==> src/rtl/gpio_irq_detect.sv <==
module gpio_irq_detect #(
  parameter int LINES = 32
) (
  input  logic               clk,
  input  logic               rst_n,
  input  logic [LINES-1:0]   pad_now,
  input  logic [2*LINES-1:0] cond_cfg,
  input  logic [LINES-1:0]   any_edge,
  input  logic [LINES-1:0]   irq_mask,
  input  logic [LINES-1:0]   clr,
  output logic [LINES-1:0]   status,
  output logic               irq
);

  logic [LINES-1:0] pad_prev;
  logic [LINES-1:0] hit;
  logic             primed;

  always_ff @(posedge clk or negedge rst_n) begin
    if (!rst_n) begin
      pad_prev <= '0;
      primed   <= 1'b0;
    end else begin
      pad_prev <= pad_now;
      primed   <= 1'b1;
    end
  end

  for (genvar i = 0; i < LINES; i++) begin : g_line
    logic rise, fall;
    assign rise = primed & ~pad_prev[i] &  pad_now[i];
    assign fall = primed &  pad_prev[i] & ~pad_now[i];

    always_comb begin
      if (any_edge[i]) begin
        hit[i] = rise | fall;
      end else begin
        unique case (cond_cfg[2*i +: 2])
          2'b00:   hit[i] = ~pad_now[i];
          2'b01:   hit[i] =  pad_now[i];
          2'b10:   hit[i] = rise;
          default: hit[i] = fall;
        endcase
      end
    end
  end

  always_ff @(posedge clk or negedge rst_n) begin
    if (!rst_n) status <= '0;
    else        status <= (status & ~clr) | hit;
  end

  assign irq = |(status & irq_mask);

endmodule

==> config.mk <==
export PLATFORM = sky130hd
export DESIGN_NAME = gpio_irq_detect
export DESIGN_NICKNAME = d
export VERILOG_FILES = /design/src/rtl/gpio_irq_detect.sv
export SDC_FILE = /design/constraint.sdc
export NUM_CORES = 1
export LEC_CHECK = 0
export ABC_CLOCK_PERIOD_IN_PS = 1400
export BUFFER_PORTS_ARGS = -buffer_cell sky130_fd_sc_hd__buf_4
export CAP_MARGIN = 20
export CORE_ASPECT_RATIO = 1.5
export CORE_MARGIN = 3
export CORE_UTILIZATION = 40
export DETAILED_ROUTE_END_ITERATION = 8
export HOLD_SLACK_MARGIN = 0.05
export PLACE_DENSITY = 0.81
export SLEW_MARGIN = 25
export SYNTH_ARGS = -nofsm -noshare
export SYNTH_HDL_FRONTEND = slang
export SYNTH_SLANG_ARGS = --single-unit
export TNS_END_PERCENT = 30
==> constraint.sdc <==
create_clock -name clk -period 1.4 [get_ports clk]
set_input_delay 0.28 -clock clk [delete_from_list [all_inputs] [get_ports clk]]
set_output_delay 0.28 -clock clk [all_outputs]
set_load 0.01 [all_outputs]
==> reports/results.txt <==
Reg2reg start: pad_prev[17]
Count of unique library cells instantiated by Yosys: 20
Routed length on met1: 4440 um
Number of antenna-violating nets in the routed design: 0
Switching portion of total power: 27.6%
Total half-perimeter wirelength after legalization and detailed placement: 10400 um
Number of setup buffers added after CTS: 0
Largest area contributor in the synthesized netlist: sky130_fd_sc_hd__dfrtp_1
Post-Place Cell Area: 0.00591 mm^2
Clock buffers created by TritonCTS: 9
Layout Skew: 0.00612 ns
Largest net degree at the start of global routing: 66
Final hold vios: 0
Clock H-tree levels: 3
Post-route standard cell area excluding fillers: 0.00622 mm^2
Hold worst-path end: pad_prev[30]
Area of all sequential standard cells: 0.00163 mm^2
Clock insertion delay at the later pin of the skew report: 0.33 ns
Layout cells sized above 1: 41.2%
Synthesized netlist cell count: 410
Top-Level Pins: 227
Most frequent cells in the layout: sky130_fd_sc_hd__buf_4 (257), sky130_fd_sc_hd__dfrtp_1 (65), sky130_fd_sc_hd__xor2_1 (63)
Req. time, crit path: 1.12 ns
Filler cell count in the final layout: 723
Number of nets in the synthesized netlist: 604
Sequential share of the synthesized area: 42.7%
Met2 layer wire length in the routed design: 7080 um
Hold path cells: 1
Worst-case clock buffer depth: 2
Post-layout minimum cycle time: 2.04 ns
Share of the clock period used by the worst path: 146%
Terminus of the critical flop-to-flop path: status[17]
Routability-driven placement congestion ratio: 0.934
Routed length per instance: 16.3 um
Chip height: 125 um
Category of the critical setup timing path: reg2out
Iter 0 DRT Violations: 133
Via Count: 4326
Nature of the critical path endpoint: output port
Slew Limit Fails: 0
Post-synth design cell area: 0.00380 mm^2
Diode insertion count for antenna repair: 0
DRC: 0
Combined area of the multi-input logic cells: 0.00207 mm^2
Net switching power of the design: 0.00167 W
Startpoint types: register
Number of global-route vias before repair: 4551
Yosys warns: 0
Quantity of I/O buffers inserted on ports: 226
Worst setup slack for register-to-register paths: 0.22 ns
Initial Utilization: 41.1%
Violated checks: negative setup slack
Die Area: 0.0107 mm^2
Total overflow reported by the global router: 0
Critical path data arrival time: 1.76 ns
Area share of the largest cell type after synthesis: 42.7%
Global-route wire length before repair: 20400 um
Clock-pin slew on the worst setup and hold paths: 0.06 ns
Worst hold-check path type: in2reg
Cells on worst reg2reg path: 4
Total number of nets in the final design: 873
Width of the die: 85.6 um
Avg Vias per Cell: 5.43
Total negative slack for setup checks: -0.637 ns
Synth-to-Final Area Change: 63.6%
Combinational Power Share: 28.7%
Post-synthesis register bit count: 65
Share of power burned in the clock network: 34.8%
Total number of placement rows: 43
Status: finished, violations left
Number of detailed-routing iterations run before antenna repair: 4
Final setup violation count: 1
Initial antenna violation count: 0
Upper clock frequency limit: 491 MHz
Power share of the sequential group: 36.5%
Critical hold path startpoint: pad_now[30]
Power density cells: 972 mW/mm^2
Synth area leaders: sky130_fd_sc_hd__dfrtp_1 (43%), sky130_fd_sc_hd__xor2_1 (15%), sky130_fd_sc_hd__a221o_1 (8.2%), sky130_fd_sc_hd__nand3_1 (8.2%), sky130_fd_sc_hd__nand4b_1 (7.1%)
Buffer cell driving the clock tree root: sky130_fd_sc_hd__clkbuf_16
Total clock sinks: 65
Maximum net fanout on the critical path: 2
Total global routing track utilization: 23.9%
Power Internal: 0.00438 W
TritonCTS clock tree: done
Most common cell after layout, fill and taps aside: sky130_fd_sc_hd__buf_4
Avg Synthesized Cell Area: 9.28 um^2
Reported max-cap violation count: 0
Largest vdd supply drop: 0.631 mV
Crit path setup slack, layout: -0.637 ns
Highest layer used for signal routing: met4
Core area: 0.00925 mm^2
Leakage power figure: 3.15 nW
Routed WL: 13000 um
Setup repair after global routing missed its margin: true
Detailed-routed wire length on met3: 762 um
[routing by layer]
| layer | up-vias | GRT usage (%) |
|---|---|---|
| met2 | 187 | 44.0 |
| li1 | 2041 | - |
| met1 | 2040 | 23.4 |
| met4 | 0 | 15.9 |
| met3 | 58 | 4.88 |
| met5 | - | 0 |
[metrics by stage]
stage / power [W] / hold slack (ns) / setup slack [ns] / cells / util, %
after floorplan: 0.00279 / -0.0156 / -0.101 / 410 / -
final: 0.00605 / 0.0877 / -0.637 / 796 / 67.3
after CTS: 0.00610 / 0.0761 / -0.683 / 796 / 67.2
after detailed placement: 0.00396 / 0.315 / -0.410 / 779 / 63.9
after global placement: 0.00389 / 0.315 / -0.405 / 779 / 63.9
after global routing: 0.00636 / 0.0827 / -0.686 / 796 / 67.3
[power groups by stage]
stage               Sequential (W)  Combinational (W)  Clock [W]
floorplan                  0.00230           0.000488          0
global placement           0.00222            0.00167          0
detailed placement         0.00223            0.00173          0
CTS                        0.00220            0.00175    0.00215
global route               0.00223            0.00189    0.00225
finish                     0.00221            0.00174    0.00210
[cells in the mapped netlist (all sizes together)]
cell     n
a22oi   16
nand2b   1
nand4b  31
a21o     1
nor2    31
a221o   32
or4      1
conb     1
nand4    4
nand2   32
o22ai    1
xor2    63
a21oi    1
nand3   62
clkbuf   3
dfrtp   65
nor3    32
inv     33
[how the worst max path moves through the flow]
| stage | from | end | slack, ns | depth (start not counted) |
|---|---|---|---|---|
| floorplan | status[8] | irq | -0.10 | 3 |
| global placement | irq_mask[1] | irq | -0.41 | 5 |
| detailed placement | irq_mask[1] | irq | -0.41 | 5 |
| CTS | status[6] | irq | -0.68 | 4 |
| global route | status[24] | irq | -0.69 | 4 |
| finish | status[24] | irq | -0.64 | 4 |
[registers in the layout, summed over array words and instances, names as in the netlist]
name / count
pad_prev: 32
primed: 1
status: 32
[final cells by class]
class	instances	share of cell area (%)
multi-input combinational	309	33.2
timing repair buffer	261	32.0
tap	112	2.25
inverter	33	1.99
sequential	65	26.1
clock inverter	3	0.241
clock buffer	13	4.18
[critical path: stages (launching register included)]
cell                      delay [ns]
sky130_fd_sc_hd__dfrtp_1        0.39
sky130_fd_sc_hd__a22oi_1        0.16
sky130_fd_sc_hd__nand4_1        0.18
sky130_fd_sc_hd__or4_4          0.56
sky130_fd_sc_hd__buf_6          0.14
[what timing repair did]
action,4_1_cts,5_1_grt
resized for setup,4,1
hold endpoints to repair,65,0
hold buffers,1,0
pin swaps,1,1
endpoints found under the setup margin,1,1
[logic make-up (layout without fill, tap and decap cells)]
| logic type | Yosys count | after routing | share of synthesized area, % |
|---|---|---|---|
| buffers and inverters | 36 | 310 | 3.55 |
| DFF | 65 | 65 | 42.7 |
| xor gates and xnor gates | 63 | 63 | 14.5 |
| other | 1 | 1 | 0.0986 |
| AOI/OAI and AO/OA | 51 | 51 | 12.4 |
| and+or+nand+nor | 194 | 194 | 26.7 |
Note: power is estimated with default switching activity, not from simulation.
